`config.mk`:
```
export PLATFORM = sky130hd
export DESIGN_NAME = audio_clkgen
export DESIGN_NICKNAME = d
export VERILOG_FILES = /design/src/rtl/acg_pkg.sv /design/src/rtl/acg_sync2.sv /design/src/rtl/acg_ctrl.sv /design/src/rtl/acg_master_div.sv /design/src/rtl/acg_slave_mon.sv /design/src/rtl/audio_clkgen.sv
export SDC_FILE = /design/constraint.sdc
export NUM_CORES = 1
export LEC_CHECK = 0
export BUFFER_PORTS_ARGS = -buffer_cell sky130_fd_sc_hd__buf_2
export CORE_ASPECT_RATIO = 2
export CORE_MARGIN = 5
export CORE_UTILIZATION = 55
export CTS_BUF_LIST = sky130_fd_sc_hd__clkbuf_2
export CTS_CLUSTER_DIAMETER = 60
export CTS_CLUSTER_SIZE = 8
export DETAILED_ROUTE_END_ITERATION = 8
export PLACE_DENSITY = 0.73
export SLEW_MARGIN = 20
export SYNTH_ARGS = -nofsm -noshare
export SYNTH_HDL_FRONTEND = slang
export SYNTH_SLANG_ARGS = --single-unit
```
`constraint.sdc`:
```
create_clock -name mclk -period 1.6 [get_ports mclk]
set_clock_uncertainty 0.05 [all_clocks]
set_input_delay 0.16 -clock mclk [delete_from_list [all_inputs] [get_ports mclk]]
set_output_delay 0.16 -clock mclk [all_outputs]
set_load 0.01 [all_outputs]
```
`src/rtl/acg_pkg.sv`:
```
package acg_pkg;

  localparam logic [1:0] SPD_SINGLE = 2'b00;
  localparam logic [1:0] SPD_DOUBLE = 2'b01;
  localparam logic [1:0] SPD_QUAD   = 2'b10;

  // Right-shift applied to single-speed divide values; reserved code maps to single.
  function automatic int unsigned spd_shift(input logic [1:0] code);
    case (code)
      SPD_DOUBLE: spd_shift = 1;
      SPD_QUAD:   spd_shift = 2;
      default:    spd_shift = 0;
    endcase
  endfunction

endpackage

```
`src/rtl/acg_sync2.sv`:
```
module acg_sync2 #(
  parameter int W = 2
) (
  input  logic         clk,
  input  logic         rst_n,
  input  logic [W-1:0] d,
  output logic [W-1:0] q
);

  logic [W-1:0] stage1_q;
  logic [W-1:0] stage2_q;

  always_ff @(posedge clk or negedge rst_n) begin
    if (!rst_n) begin
      stage1_q <= '0;
      stage2_q <= '0;
    end else begin
      stage1_q <= d;
      stage2_q <= stage1_q;
    end
  end

  assign q = stage2_q;

endmodule

```
`src/rtl/acg_ctrl.sv`:
```
module acg_ctrl (
  input  logic       clk,
  input  logic       rst_n,
  input  logic       ms_strap,
  input  logic [1:0] speed_sel,
  output logic       rst_n_i,
  output logic       strap_done,
  output logic       run_master,
  output logic       run_slave,
  output logic [1:0] speed_q,
  output logic       restart
);

  logic rs1_q, rs2_q;
  logic done_q, done_n;
  logic mst_q, mst_n;
  logic [1:0] spd_q, spd_n;
  logic spd_en;

  // Reset release synchronizer
  always_ff @(posedge clk or negedge rst_n) begin
    if (!rst_n) begin
      rs1_q <= 1'b0;
      rs2_q <= 1'b0;
    end else begin
      rs1_q <= 1'b1;
      rs2_q <= rs1_q;
    end
  end

  assign rst_n_i = rs2_q;

  // Strap capture: only while not yet done
  always_comb begin
    done_n = done_q;
    mst_n  = mst_q;
    if (!done_q) begin
      done_n = 1'b1;
      mst_n  = ms_strap;
    end
  end

  // Speed code tracking
  assign restart = done_q && (speed_sel != spd_q);
  assign spd_en  = !done_q || restart;

  always_comb begin
    spd_n = spd_q;
    if (spd_en) spd_n = speed_sel;
  end

  always_ff @(posedge clk or negedge rst_n_i) begin
    if (!rst_n_i) begin
      done_q <= 1'b0;
      mst_q  <= 1'b0;
      spd_q  <= 2'b00;
    end else begin
      done_q <= done_n;
      mst_q  <= mst_n;
      spd_q  <= spd_n;
    end
  end

  assign strap_done = done_q;
  assign run_master = done_q && mst_q;
  assign run_slave  = done_q && !mst_q;
  assign speed_q    = spd_q;

endmodule

```
`src/rtl/acg_master_div.sv`:
```
module acg_master_div #(
  parameter int MCLK_PER_BCLK_SS = 8,
  parameter int BCLK_PER_FRAME   = 64
) (
  input  logic       clk,
  input  logic       rst_n,
  input  logic       run,
  input  logic       restart,
  input  logic [1:0] speed_q,
  output logic       bclk,
  output logic       lrck
);

  localparam int HALF_SS    = MCLK_PER_BCLK_SS / 2;
  localparam int CW         = (HALF_SS > 1) ? $clog2(HALF_SS) : 1;
  localparam int HALF_FRAME = BCLK_PER_FRAME / 2;
  localparam int BW         = (HALF_FRAME > 1) ? $clog2(HALF_FRAME) : 1;

  logic [CW-1:0] cnt_q, cnt_n, last_cnt;
  logic [BW-1:0] bit_q, bit_n;
  logic          bclk_q, bclk_n;
  logic          lrck_q, lrck_n;
  logic          half_done;

  always_comb last_cnt = CW'((HALF_SS >> acg_pkg::spd_shift(speed_q)) - 1);
  assign half_done = (cnt_q == last_cnt);

  always_comb begin
    cnt_n  = cnt_q;
    bit_n  = bit_q;
    bclk_n = bclk_q;
    lrck_n = lrck_q;
    if (!run || restart) begin
      cnt_n  = '0;
      bit_n  = '0;
      bclk_n = 1'b0;
      lrck_n = 1'b0;
    end else if (half_done) begin
      cnt_n  = '0;
      bclk_n = !bclk_q;
      if (bclk_q) begin
        // falling edge of the bit clock
        if (bit_q == BW'(HALF_FRAME - 1)) begin
          bit_n  = '0;
          lrck_n = !lrck_q;
        end else begin
          bit_n = bit_q + 1'b1;
        end
      end
    end else begin
      cnt_n = cnt_q + 1'b1;
    end
  end

  always_ff @(posedge clk or negedge rst_n) begin
    if (!rst_n) begin
      cnt_q  <= '0;
      bit_q  <= '0;
      bclk_q <= 1'b0;
      lrck_q <= 1'b0;
    end else begin
      cnt_q  <= cnt_n;
      bit_q  <= bit_n;
      bclk_q <= bclk_n;
      lrck_q <= lrck_n;
    end
  end

  assign bclk = bclk_q;
  assign lrck = lrck_q;

endmodule

```
`src/rtl/acg_slave_mon.sv`:
```
module acg_slave_mon #(
  parameter int MCLK_PER_BCLK_SS = 8,
  parameter int BCLK_PER_FRAME   = 64
) (
  input  logic       clk,
  input  logic       rst_n,
  input  logic       run,
  input  logic       restart,
  input  logic [1:0] speed_q,
  input  logic       bclk_in,
  input  logic       lrck_in,
  output logic       ratio_err
);

  localparam int RATIO_MAX = MCLK_PER_BCLK_SS * BCLK_PER_FRAME;
  localparam int PW        = $clog2(RATIO_MAX) + 1;
  localparam int BCW       = $clog2(BCLK_PER_FRAME) + 2;

  logic [1:0]     sync_q;
  logic           bclk_s, lrck_s;
  logic           bclk_d_q, lrck_d_q;
  logic           lr_rise, bc_rise;
  logic [PW-1:0]  per_q, per_n, per_inc, ratio;
  logic [BCW-1:0] bc_q, bc_n, bc_tot;
  logic           armed_q, armed_n;
  logic           err_q, err_n;

  acg_sync2 #(.W(2)) u_sync (
    .clk   (clk),
    .rst_n (rst_n),
    .d     ({bclk_in, lrck_in}),
    .q     (sync_q)
  );

  assign bclk_s  = sync_q[1];
  assign lrck_s  = sync_q[0];
  assign lr_rise = lrck_s && !lrck_d_q;
  assign bc_rise = bclk_s && !bclk_d_q;

  always_comb ratio = PW'(RATIO_MAX >> acg_pkg::spd_shift(speed_q));

  always_comb begin
    per_inc = (per_q == {PW{1'b1}}) ? per_q : per_q + 1'b1;
    bc_tot  = (bc_q == {BCW{1'b1}}) ? bc_q : bc_q + BCW'(bc_rise);
  end

  always_comb begin
    per_n   = per_q;
    bc_n    = bc_q;
    armed_n = armed_q;
    err_n   = err_q;
    if (!run || restart) begin
      per_n   = '0;
      bc_n    = '0;
      armed_n = 1'b0;
      err_n   = 1'b0;
    end else if (lr_rise) begin
      per_n   = PW'(1);
      bc_n    = BCW'(bc_rise);
      armed_n = 1'b1;
      if (armed_q)
        err_n = (per_q != ratio) || (bc_tot != BCW'(BCLK_PER_FRAME));
    end else begin
      per_n = per_inc;
      bc_n  = bc_tot;
      if (armed_q && (per_q >= ratio)) err_n = 1'b1;
    end
  end

  always_ff @(posedge clk or negedge rst_n) begin
    if (!rst_n) begin
      bclk_d_q <= 1'b0;
      lrck_d_q <= 1'b0;
      per_q    <= '0;
      bc_q     <= '0;
      armed_q  <= 1'b0;
      err_q    <= 1'b0;
    end else begin
      bclk_d_q <= bclk_s;
      lrck_d_q <= lrck_s;
      per_q    <= per_n;
      bc_q     <= bc_n;
      armed_q  <= armed_n;
      err_q    <= err_n;
    end
  end

  assign ratio_err = err_q;

endmodule

```
`src/rtl/audio_clkgen.sv`:
```
module audio_clkgen #(
  parameter int MCLK_PER_BCLK_SS = 8,
  parameter int BCLK_PER_FRAME   = 64
) (
  input  logic       mclk,
  input  logic       rst_n,
  input  logic [1:0] speed_sel,
  input  logic       ms_strap,
  input  logic       bclk_in,
  input  logic       lrck_in,
  output logic       bclk_o,
  output logic       lrck_o,
  output logic       bclk_oe,
  output logic       lrck_oe,
  output logic       ratio_err
);

  logic       rst_n_i;
  logic       strap_done;
  logic       run_master;
  logic       run_slave;
  logic [1:0] speed_q;
  logic       div_restart;

  acg_ctrl u_ctrl (
    .clk        (mclk),
    .rst_n      (rst_n),
    .ms_strap   (ms_strap),
    .speed_sel  (speed_sel),
    .rst_n_i    (rst_n_i),
    .strap_done (strap_done),
    .run_master (run_master),
    .run_slave  (run_slave),
    .speed_q    (speed_q),
    .restart    (div_restart)
  );

  acg_master_div #(
    .MCLK_PER_BCLK_SS (MCLK_PER_BCLK_SS),
    .BCLK_PER_FRAME   (BCLK_PER_FRAME)
  ) u_div (
    .clk     (mclk),
    .rst_n   (rst_n_i),
    .run     (run_master),
    .restart (div_restart),
    .speed_q (speed_q),
    .bclk    (bclk_o),
    .lrck    (lrck_o)
  );

  acg_slave_mon #(
    .MCLK_PER_BCLK_SS (MCLK_PER_BCLK_SS),
    .BCLK_PER_FRAME   (BCLK_PER_FRAME)
  ) u_mon (
    .clk       (mclk),
    .rst_n     (rst_n_i),
    .run       (run_slave),
    .restart   (div_restart),
    .speed_q   (speed_q),
    .bclk_in   (bclk_in),
    .lrck_in   (lrck_in),
    .ratio_err (ratio_err)
  );

  assign bclk_oe = run_master;
  assign lrck_oe = run_master;

endmodule

```
# --- Word level (Yosys, flattened, before mapping) ---
# Cells that the tools add are included.
classes:
  n_addsub: 5
  order_cmp: 1
  eq_ne: 11
  shift: 2
  mux: 25
  n_reduce_logical: 26
op_table:
  columns: ["operator", "count"]
  rows:
  - ["$shr A3 B32 Y2 const A", 1]
  - ["$mux W10", 3]
  - ["$mux W8", 3]
  - ["$mux W5", 4]
  - ["$mux W1", 12]
  - ["$add A10 B1 Y10 const B", 1]
  - ["$eq A10 B10 Y1 const B", 1]
  - ["$ge A10 B10 Y1", 1]
  - ["$ne A10 B10 Y1", 1]
  - ["$shr A10 B2 Y10 const A", 1]
  - ["$add A8 B1 Y8", 1]
  - ["$eq A8 B8 Y1 const B", 1]
  - ["$logic_not A1 Y1", 8]
  - ["$ne A8 B7 Y1 const B", 1]
  - ["$reduce_bool A2 Y1", 4]
  - ["$logic_and A1 B1 Y1", 6]
  - ["$add A5 B1 Y5 const B", 1]
  - ["$eq A5 B5 Y1 const B", 1]
  - ["$logic_or A1 B1 Y1", 4]
  - ["$mux W2", 2]
  - ["$pmux W2 S2", 1]
  - ["$reduce_and A2 Y1", 2]
  - ["$ne A3 B2 Y1 const B", 1]
  - ["$ne A3 B3 Y1 const B", 1]
  - ["8 further kinds", 8]
totals:
  regBits: 41
  inputBits: 7
  out_inout_bits: 5
  word_cells: 87

# --- Depth between registers and ports, before layout ---
# Gate-level depths: netlist of the first run.
logic_depth:
  depth_word: 9
  depth_mapped: 9
  ltp_nobuf: 9

# --- Modules after synthesis ---
# A second synthesis of the first run with hierarchy kept.
unflattened:
  cells_unflattened: 216
  area_unflattened_um2: 2193.4
by_module_without_submodules:
  columns: ["mod", "n_inst", "cells_each", "area_per_inst_um2", "seq_area_each_um2"]
  rows:
  - ["acg_slave_mon", 1, 141, 1321.3, 550.5]
  - ["acg_master_div", 1, 55, 550.5, 225.2]
  - ["acg_ctrl", 1, 15, 214.0, 150.1]
  - ["acg_sync2", 1, 4, 100.1, 100.1]
  - ["audio_clkgen", 1, 1, 7.5, 0.0]

# --- Worst setup path before layout of the first run ---
# No wires, ideal clock.
synth_path:
  kind: "register to register"
  startpoint: "register u_mon.u_sync.stage2_q[1], in the netlist u_mon.u_sync.q[1]"
  endpoint: "register u_mon.err_q, in the netlist u_mon.ratio_err"
  setup_time_ns: 0.124
  arrival_ns: 1.807
  required_ns: 1.426
  path_slack_ns: -0.381
  stages_incl_launch_ff: 7
  n_path_buf: 0
  period_less_slack_ns: 1.981
  cell_sequence: "dfrtp_1 > nor2b_1 > ha_1 > or4_1 > nor4_1 > nand2_1 > o31a_1"
synth_between:
  elab_chain_cells: 8
synth_rtl:
  columns: ["element", "line_no", "text"]
  rows:
  - ["from (decl)", "acg_sync2.sv:11", "logic [W-1:0] stage2_q;"]
  - ["from (signal assigned)", "acg_sync2.sv:19", "stage2_q <= stage1_q;"]
  - ["$logic_and A1 B1 Y1", "acg_slave_mon.sv:38", "assign bc_rise = bclk_s && !bclk_d_q;"]
  - ["$add A8 B1 Y8", "acg_slave_mon.sv:44", "bc_tot = (bc_q == {BCW{1'b1}}) ? bc_q : bc_q + BCW'(bc_rise);"]
  - ["$mux W8", "acg_slave_mon.sv:44", null]
  - ["$ne A8 B7 Y1", "acg_slave_mon.sv:62", "err_n = (per_q != ratio) || (bc_tot != BCW'(BCLK_PER_FRAME));"]
  - ["$logic_or A1 B1 Y1", "acg_slave_mon.sv:62", null]
  - ["$mux W1", "acg_slave_mon.sv:61", "if (armed_q)"]
  - ["$mux W1", "acg_slave_mon.sv:57", "end else if (lr_rise) begin"]
  - ["$mux W1", "acg_slave_mon.sv:52", "if (!run || restart) begin"]
  - ["to (signal assigned)", "acg_slave_mon.sv:84", "err_q <= err_n;"]
  - ["to (decl)", "acg_slave_mon.sv:26", "logic err_q, err_n;"]
# No other way between the ends. The select of a mux whose other input is x is not followed.
# A chain may end at the register's enable or synchronous reset.

# --- Worst setup path after layout of the first run ---
layout_path:
  startpoint: "register u_ctrl.spd_q[0], in the netlist u_ctrl.speed_q[0]"
  endpoint: "register u_mon.per_q[9]"
layout_between:
  elab_chain_cells: 4
  word_cells_on_any_way: 5
  classes_between: "eq/ne (2); mux (1); reduce/logical (2)"
layout_rtl:
  columns: ["element", "line_no", "text"]
  rows:
  - ["from (decl)", "acg_ctrl.sv:17", "logic [1:0] spd_q, spd_n;"]
  - ["from (signal assigned)", "acg_ctrl.sv:60", "spd_q <= spd_n;"]
  - ["$ne A2 B2 Y1 *", "acg_ctrl.sv:44", "assign restart = done_q && (speed_sel != spd_q);"]
  - ["$logic_and A1 B1 Y1 *", "acg_ctrl.sv:44", null]
  - ["$logic_or A1 B1 Y1 *", "acg_slave_mon.sv:52", null]
  - ["$ne A3 B2 Y1 (no source line) or $mux W10 (tied branches)", null, null]
  - ["to (signal assigned)", "acg_slave_mon.sv:81", "per_q <= per_n;"]
  - ["to (decl)", "acg_slave_mon.sv:23", "logic [PW-1:0] per_q, per_n, per_inc, ratio;"]
# Every way passes the cells marked *; elsewhere a longest branch is shown, timed or not.

==> results of run 1 <==
## registers in the layout, indices dropped and copies added, names as in the netlist, 2 cells and up
register	flops
u_ctrl.speed_q	2
u_div.bit_q	5
u_div.cnt_q	2
u_mon.bc_q	8
u_mon.per_q	10
u_mon.u_sync.q	2
u_mon.u_sync.stage1_q	2
## worst paths after layout
| kind | slack [ns] | cells after the start | endpoint |
|---|---|---|---|
| max | -0.36 | 9 | u_mon.per_q[9]$_DFFE_PN0P_ |
| min | 0.25 | 1 | u_mon.lrck_d_q$_DFF_PN0_ |
| max reg2reg | -0.36 | 9 | u_mon.per_q[9]$_DFFE_PN0P_ |
| min reg2reg | 0.25 | 1 | u_mon.lrck_d_q$_DFF_PN0_ |
| max in group asynchronous | 0.85 | 3 | u_ctrl.rs1_q$_DFF_PN0_ |
| min in group mclk | 0.33 | 0 | u_mon.u_sync.q[0]$_DFF_PN0_ |
## stage by stage
step                total power (W)  utilization [%]  setup TNS [ns]
global placement           0.001247            67.26         -0.8317
finish                     0.001778            82.12          -7.186
CTS                        0.001738            76.77          -3.960
global route               0.001865            82.12          -8.212
floorplan                  0.001186                -         -0.6624
detailed placement         0.001253            67.26          -1.382
## layout make-up
type | count | area (µm²) | share of cell area [%]
clock buffers | 6 | 30.03 | 1.003
clock inverters | 2 | 10.01 | 0.3343
inverters | 12 | 50.05 | 1.672
multi-input cells | 146 | 1315 | 43.92
flip-flops and latches | 41 | 1031 | 34.43
well taps | 49 | 61.31 | 2.048
repair buffers | 60 | 496.7 | 16.59
## layer usage
layer	track usage (%)	up-vias	part of all wire (%)
met5	0	-	0
met4	9.252	0	4.3
met3	2.923	22	2.5
met2	40.02	38	57
met1	24.77	901	36
li1	-	833	-
## critical path: cells and delay by family, from the launching register on
family,cells,cell delay (ns)
flops,1,0.50
simple gates,4,0.69
xor+xnor,1,0.14
buf+inv,4,0.52
## power by group
group          switching [W]  internal, W  total, W
Clock               0.000332     0.000110  0.000442
Sequential         0.0000183      0.00106   0.00108
Combinational       0.000126     0.000134  0.000260
Total               0.000476      0.00130   0.00178
## cells by family after synthesis
| logic type | after synthesis | share of synthesized area, % |
|---|---|---|
| AOI/OAI and AO/OA | 32 | 9.261 |
| xor gates and xnor gates | 16 | 7.457 |
| adders and majority gates | 13 | 7.817 |
| buffers and inverters | 18 | 3.548 |
| DFF | 41 | 49.31 |
| muxes | 4 | 1.984 |
| other | 1 | 0.1802 |
| and+or+nand+nor | 79 | 20.45 |
## timing repair
action / CTS / global route
gates resized for setup: 41 / 40
hold buffers: 7 / 0
setup endpoints to repair: 20 / 29
buffers inserted: 6 / 7
pin swaps: 16 / 10
gates cloned: 1 / 0
endpoints found under the hold margin: 7 / 0
## Yosys cell counts, types with 2 or more instances
master	count	area (µm²)
sky130_fd_sc_hd__dfrtp_1	41	1026
sky130_fd_sc_hd__nor2_1	27	101.4
sky130_fd_sc_hd__a21oi_1	17	85.08
sky130_fd_sc_hd__ha_1	13	162.7
sky130_fd_sc_hd__nand2_1	12	45.04
sky130_fd_sc_hd__xor2_1	12	105.1
sky130_fd_sc_hd__inv_1	11	41.29
sky130_fd_sc_hd__nand3_1	8	40.04
sky130_fd_sc_hd__nor3_1	5	25.02
sky130_fd_sc_hd__nand4_1	4	25.02
sky130_fd_sc_hd__a211oi_1	3	22.52
sky130_fd_sc_hd__and4_1	3	26.28
sky130_fd_sc_hd__clkbuf_1	3	11.26
sky130_fd_sc_hd__mux2i_1	3	30.03
sky130_fd_sc_hd__a31oi_1	2	12.51
sky130_fd_sc_hd__and3_1	2	12.51
sky130_fd_sc_hd__buf_2	2	10.01
sky130_fd_sc_hd__nand2b_1	2	12.51
sky130_fd_sc_hd__nand4b_1	2	17.52
sky130_fd_sc_hd__nor2b_1	2	12.51
sky130_fd_sc_hd__o21ai_1	2	10.01
sky130_fd_sc_hd__or4_1	2	15.01
sky130_fd_sc_hd__xnor2_1	2	17.52
==> results.txt, run 1 <==
- The run finished, with violations left.
- The checks that failed: negative setup slack.
- Area growth from synthesis to final layout: 43.90%
- The count of cells in the finished layout, fillers not included, comes to 316.
* Clock latency of the later-clocked register in the worst-skew pair: 0.40 ns
- GRT Util Overall: 22.32%
- Buffers placed on the I/O ports in this run total 11.
- Data required time of the worst path: 1.89 ns
* Flip-flop and latch count after synthesis: 41
* Setup Crit Path Kind: register to register
* Cell-by-cell listing of the critical path: buf_4 -> buf_6 -> xor2_1 -> nor2_1 -> nand3b_1 -> nand2b_4 -> buf_4 -> buf_6 -> nor2_2
* First-pass iteration count of the detailed router: 4
- Max Freq: 510.6 MHz
* Setup repair after global routing missed its margin: yes
- During I/O placement, the number of pins put on the boundary was 12.
- Number of max-capacitance violations reported: 0
- Across all setup checks in the final design, the least slack found is -0.3585 ns.
- Hold is met by 0.2459 ns.
- The routed design has 5588 µm of wire.
- In this run the deepest clock path goes through 2 buffers.
- Crit path max-delay cell type: sky130_fd_sc_hd__dfrtp_2
* Ys Warns: 0
- Die span in y: 96.99 µm
- In this run the power density over the cells is 593.9 nW/µm².
- CTS built an H-tree with a depth of 2.
* Total number of placement rows: 31
* Full die area: 5188 µm²
- Sinks on Clock Net: 41
* Maximum vdd drop: 698.3 µV
* Critical path data arrival time: 2.25 ns
- The first routing iteration left 32 violations.
- Timing startpoint of the critical path: u_ctrl.speed_q[0]$_DFFE_PN0P_
* Die X: 53.49 µm
- Routability Congestion: 0.8370
- The analysis attributes to cell leakage a power of 1.282 nW.
- Clock Tree Root: sky130_fd_sc_hd__clkbuf_2
- Slowest Stage Delay on Critical Path: 0.50 ns
* Number of hold violations in the final report: 0
* Clock tree from TritonCTS: yes
- Number of synthesized flops with an enable pin: 0
* Clock-pin slew reported for the worst setup and hold paths after clock tree synthesis: 0.20 ns
- Placed cell count: 290
- DR DRC count: 0
- Post-route cell area: 2994 µm²
- Critical path launch point type: register
- The core region is 3646 µm².
- The library cell used most frequently in the layout, excluding fill and tap cells, is sky130_fd_sc_hd__dfrtp_1.
- Final critical-path required period: 1.959 ns
- Worst Setup Slack post-DPL: -0.3178 ns
* HPWL after detailed placement: 3399 µm
- Most used DFF post-synth: sky130_fd_sc_hd__dfrtp_1
* Detailed-route via count: 1794
* Path type of the worst min-delay path: register to asynchronous set/reset pin
- The first global-routing pass estimated 8625 µm of wire.
- The worst register-to-register path begins at u_ctrl.speed_q[0]$_DFFE_PN0P_.
- In this run, distinct cell masters in the synthesized netlist total 47.
* Cell area after technology mapping: 2081 µm²
* Residual antenna-violating net count after detailed routing: 0
- Most frequent cells in the layout: sky130_fd_sc_hd__dfrtp_1 (37), sky130_fd_sc_hd__buf_4 (29), sky130_fd_sc_hd__nor2_1 (16)
- The initial utilization of the core area, before any placement, comes to 57.07%.
- Once placement finished, the instance area stood at 2452 µm².
- Buffers inserted during clock tree synthesis total 5.
- Number of failing setup endpoints in the final timing report: 29
* Leftover overflow at the end of global routing: 0
- Number of antenna violations at the first check in global routing: 0
- Maximum number of pins on one net before global-route repair: 40
- FFs w/ async S/R, synth: 100.0%
- For this run, the post-layout net count is 286.
- Count of filler cells inserted in the layout: 214
- Ant. Diodes: 0
- Maximum fanout count along the critical path: 4
- Counting every instance in the synthesized netlist gives 204.
- Number of global-route vias before repair: 1918
- Sequential elements use 49.31% of the synthesized area.
- The worst path uses 122.4% of the clock period.
- After detailed routing, the average wire length per cell comes to 17.68 µm.
- The worst setup path is captured at a register.
* Number of max-slew violations in the final report: 0
- Dividing the synthesized area by the synthesized cell count gives 10.20 µm².
- Number of vias per cell: 5.677
- Fraction of layout instances using a drive strength above 1: 46.44%
Power figures use the tool's default switching activity.
==> run 2, diff against run 1 <==
--- a/config.mk
+++ b/config.mk
@@ -5,6 +5,7 @@
 export SDC_FILE = /design/constraint.sdc
 export NUM_CORES = 1
 export LEC_CHECK = 0
+export ABC_AREA = 1
 export BUFFER_PORTS_ARGS = -buffer_cell sky130_fd_sc_hd__buf_2
 export CORE_ASPECT_RATIO = 2
 export CORE_MARGIN = 5
==> run 2 against run 1 <==
The run still ends with negative setup slack left. Sequential power about the same. Routed wire length rose by 20%. Via count increased by 15%. Count of clock-buffer cells in the layout is 1 lower. Combinational power grew 9.6%. Flip-flop and latch count unchanged. Hold slack improved by 0.033 ns. Clock power grew 39%. Cell count is 18% higher. Utilization shrank 3.1 points. Total power increased by 11%. Sequential share of layout area decreased by 0.68 points. Critical endpoint is now u_mon.ratio_err$_DFFE_PN0P_.
==> results.txt, run 2 <==
- Crit path max-delay cell type: sky130_fd_sc_hd__dfrtp_1
- The leftover overflow at the end of global routing was 0 (unchanged).
* Share of Yosys cell area claimed by the top area cell type: 47.21% (-2.1 points)
* Switching part of the total: 26.89% (+0.12 points)
- The Yosys warning count is 0 (unchanged).
- The via count of the first global-routing pass is 2139 (+12%).
- PD cells: 650.0 nW/µm² (+9.4%)
- The number of DRC violations after detailed routing was 0 (unchanged).
- Full die area: 5385 µm² (+3.8%)
- The sequential cell fraction of total power was 54.5% (-6.0 points).
- Number of antenna violations at the first check in global routing: 0 (unchanged)
* Core area: 3844 µm² (+5.4%)
- Most common cell after layout, fill and taps aside: sky130_fd_sc_hd__nand2_1
- The tightest min-delay check is of the register to asynchronous set/reset pin type.
- The remaining antenna violation count came to 0 (unchanged).
* Number of synthesized flops with an enable pin: 0 (unchanged)
* Count of filler cells inserted in the layout: 231 (+7.9%)
* Fraction of layout instances using a drive strength above 1: 35.40% (-11 points)
* Maximum vdd drop: 936.0 µV (+34%)
- TritonCTS built the clock tree.
* Initial core utilization: 56.54% (-0.53 points)
- Total detailed-routing wirelength: 6710 µm (+20%)
- By startpoint and endpoint, the worst setup path is classified as register to register.
* Worst R2R Path Depth: 12 (+3)
- The global-route wire length before repair came to 9349 µm (+8.4%).
- Summed negative setup slack over all endpoints: -5.163 ns (+2.023 ns)
- The total track usage came to 23.76% (+1.4 points).
- The largest driver fanout on the critical path was 3 (-1).
* Setup repair after global routing missed its margin: yes
- The TritonCTS buffer count came to 5 (unchanged).
- Clock latency of the later-clocked register in the worst-skew pair: 0.42 ns (+0.02 ns)
- Flip-flop and latch count after synthesis: 41 (unchanged)
* Buffers added on ports: 11 (unchanged)
* Sinks on Clock Net: 41 (unchanged)
* Cell accounting for the most synthesized area: sky130_fd_sc_hd__dfrtp_1
- Data required time of the worst path: 1.89 ns (about the same)
* Max Freq: 483.1 MHz (-5.4%)
- The flow ran to the end, but the final reports show violations.
- Post-synthesis area per instance: 8.327 µm² (-18%)
- Most used DFF post-synth: sky130_fd_sc_hd__dfrtp_1
- The final-stage net count was 341 (+19%).
- The data arrival time of the critical path is 2.36 ns (+0.11 ns).
* Total number of placement rows: 32 (+3.2%)
* Routability Congestion: 0.8629 (+3.1%)
* Cell-by-cell listing of the critical path: buf_6 -> inv_4 -> ha_4 -> nand2_4 -> ha_4 -> nand2_4 -> nor2_4 -> buf_6 -> nor3_2 -> nand3_1 -> a21oi_1 -> nor3_1
* Static Leakage: 1.491 nW (+16%)
* Critical path launch point type: register
- Sequential element share of the synthesized area: 47.21% (-2.1 points)
* Relative contribution of the clock network to total power: 31.1% (+6.2 points)
* Cell types occupying the most area after synthesis: sky130_fd_sc_hd__dfrtp_1 (47%), sky130_fd_sc_hd__nand2_1 (9.5%), sky130_fd_sc_hd__ha_1 (7.5%)
* Sum of internal, switching and leakage power: 0.001975 W (+11%)
- Number of instances in the synthesized netlist: 261 (+28%)
* Final Cycle Share: 129.4% (+7.0 points)
- Final critical-path required period: 2.070 ns (+0.1116 ns)
- Cell Int Power: 0.001444 W (+11%)
* Critical Path Sink Type: register
* Reg2reg setup slack: -0.47 ns (-0.11 ns)
- Clock-pin slew reported for the worst setup and hold paths after clock tree synthesis: 0.22 ns (+0.02 ns)
* Yosys cell types: 30 (-36%)
* Ant. Diodes: 0 (unchanged)
- Family with the most delay on the worst path: simple AND/OR/NAND/NOR gates
* Detailed-route via count: 2058 (+15%)
- Die span in y: 98.90 µm (+2.0%)
* Share of power burned in combinational logic: 14.4% (-0.2 points)
- Top cell types by occurrence after synthesis: sky130_fd_sc_hd__nand2_1 (55), sky130_fd_sc_hd__dfrtp_1 (41), sky130_fd_sc_hd__inv_1 (41)
- Most frequent cells in the layout: sky130_fd_sc_hd__nand2_1 (49), sky130_fd_sc_hd__dfrtp_1 (41), sky130_fd_sc_hd__inv_1 (34)
* Detailed-route wire length per cell: 17.99 µm (+1.7%)
* Number of hold violations in the final report: 0 (unchanged)
- Most used standard cell by instance count after synthesis: sky130_fd_sc_hd__nand2_1
- Number of buffer and inverter stages on the critical path: 3 (-1)
- Worst R2R End: u_mon.ratio_err$_DFFE_PN0P_
* Number of failing setup endpoints in the final timing report: 28 (-3.4%)
* Number of vias per cell: 5.517 (-2.8%)
- Number of max-slew violations in the final report: 0 (unchanged)
- The flip-flop count of the largest register after layout was 10 (unchanged).
- The final setup slack of the worst path came to -0.4701 ns (-0.1116 ns).
- Failing checks: negative setup slack
* Area growth from synthesis to final layout: 39.84%
* Die X: 54.45 µm (+1.8%)
* Maximum number of pins on one net before global-route repair: 40 (unchanged)
- The total of max-cap violations is 0 (unchanged).
- First-pass iteration count of the detailed router: 4 (unchanged)
- Slowest Stage Delay on Critical Path: 0.47 ns (-0.03 ns)
* HPWL after detailed placement: 3309 µm (-2.7%)
- Largest Register: u_mon.per_q
- FFs w/ async S/R, synth: 100.0% (unchanged)
- Clock Tree Root: sky130_fd_sc_hd__clkbuf_2
- The startpoint identified for the worst register-to-register timing path is u_ctrl.speed_q[1]$_DFFE_PN0P_.
- The netlist area before placement is 2173 µm² (+4.4%).
- Clock Tree Buf Depth: 2 (unchanged)
* Number of H-tree branching levels: 2 (unchanged)
* Regs by FF count: u_mon.per_q: 10 flops, u_mon.bc_q: 8 flops, u_div.bit_q: 5 flops
* Iteration-0 DRC count of the detailed router: 82 (+160%)
* I/O pin count: 12 (unchanged)
- Reported net switching power: 0.0005313 W (+12%)
run 2: final cells by class:
class	count	area (µm²)	share of cell area, %
Clock buffer	5	25.02	0.8234
Sequential cell	41	1026	33.76
Multi-Input combinational cell	175	1271	41.83
Tap cell	51	63.81	2.100
Timing Repair Buffer	57	452.9	14.90
Clock inverter	3	41.29	1.359
Inverter	41	158.9	5.228
run 2: worst max path at each step:
stage	to	cells past startpoint	slack (ns)	startpoint
after global placement	u_mon.ratio_err$_DFFE_PN0P_	10	-0.20	u_ctrl.speed_q[1]$_DFFE_PN0P_
after global routing	u_mon.ratio_err$_DFFE_PN0P_	12	-0.51	u_ctrl.speed_q[1]$_DFFE_PN0P_
after detailed placement	u_mon.ratio_err$_DFFE_PN0P_	10	-0.22	u_ctrl.speed_q[1]$_DFFE_PN0P_
final	u_mon.ratio_err$_DFFE_PN0P_	12	-0.47	u_ctrl.speed_q[1]$_DFFE_PN0P_
after CTS	u_mon.ratio_err$_DFFE_PN0P_	12	-0.20	u_ctrl.speed_q[1]$_DFFE_PN0P_
after floorplan	u_mon.ratio_err$_DFFE_PN0P_	10	-0.09	u_ctrl.speed_q[1]$_DFFE_PN0P_
run 2: power groups by stage:
| stage | sequential, W | combinational [W] | clock, W |
|---|---|---|---|
| after global routing | 0.00108 | 0.000302 | 0.000667 |
| after floorplan | 0.00110 | 0.0000764 | 0 |
| after CTS | 0.00107 | 0.000216 | 0.000603 |
| final | 0.00108 | 0.000285 | 0.000615 |
| after global placement | 0.00109 | 0.000141 | 0 |
| after detailed placement | 0.00109 | 0.000144 | 0 |
run 2: kinds of logic (layout without fill, tap and decap cells):
| kind of cell | count (synthesis) | in the layout | synth area share (%) |
|---|---|---|---|
| flops | 41 | 41 | 47.21 |
| simple gates | 125 | 125 | 26.43 |
| compound gates | 28 | 28 | 7.370 |
| fa+ha+maj | 13 | 13 | 7.484 |
| buf+inv | 46 | 106 | 8.521 |
| xor+xnor | 7 | 7 | 2.821 |
| other cells | 1 | 2 | 0.1725 |
run 2: worst register-to-register path, stage by stage, from the launching register on:
cell	delay, ns
sky130_fd_sc_hd__dfrtp_1	0.47
sky130_fd_sc_hd__buf_6	0.15
sky130_fd_sc_hd__inv_4	0.05
sky130_fd_sc_hd__ha_4	0.15
sky130_fd_sc_hd__nand2_4	0.07
sky130_fd_sc_hd__ha_4	0.25
sky130_fd_sc_hd__nand2_4	0.08
sky130_fd_sc_hd__nor2_4	0.05
sky130_fd_sc_hd__buf_6	0.10
sky130_fd_sc_hd__nor3_2	0.18
sky130_fd_sc_hd__nand3_1	0.14
sky130_fd_sc_hd__a21oi_1	0.21
sky130_fd_sc_hd__nor3_1	0.07
run 2: per-stage QoR:
step	hold slack, ns	std cells	utilization [%]	setup WS, ns	cell area [µm²]
4_1_cts	0.2771	370	74.64	-0.2033	2869
2_1_floorplan	-0.1856	262	-	-0.09338	2177
5_1_grt	0.3368	373	79.07	-0.5122	3039
3_3_place_gp	-0.1061	347	64.39	-0.1951	2475
3_5_place_dp	-0.1033	347	64.39	-0.2247	2475
6_report	0.2791	373	79.07	-0.4701	3039
run 2: per-layer routing:
metal | global-route usage [%] | vias to the layer above | wire (µm)
met5 | 0 | - | 0
met4 | 14.59 | 0 | 363
met3 | 4.841 | 26 | 210
met2 | 43.21 | 72 | 3911
met1 | 22.11 | 1013 | 2225
li1 | - | 947 | -
run 2: what timing repair did:
item                                   in CTS  in global routing
endpoints found under the hold margin       7                  0
hold buffers                                7                  0
pin swaps                                  27                 16
buffers inserted                            8                  3
resized for setup                          50                 34
setup endpoints to repair                  17                 28
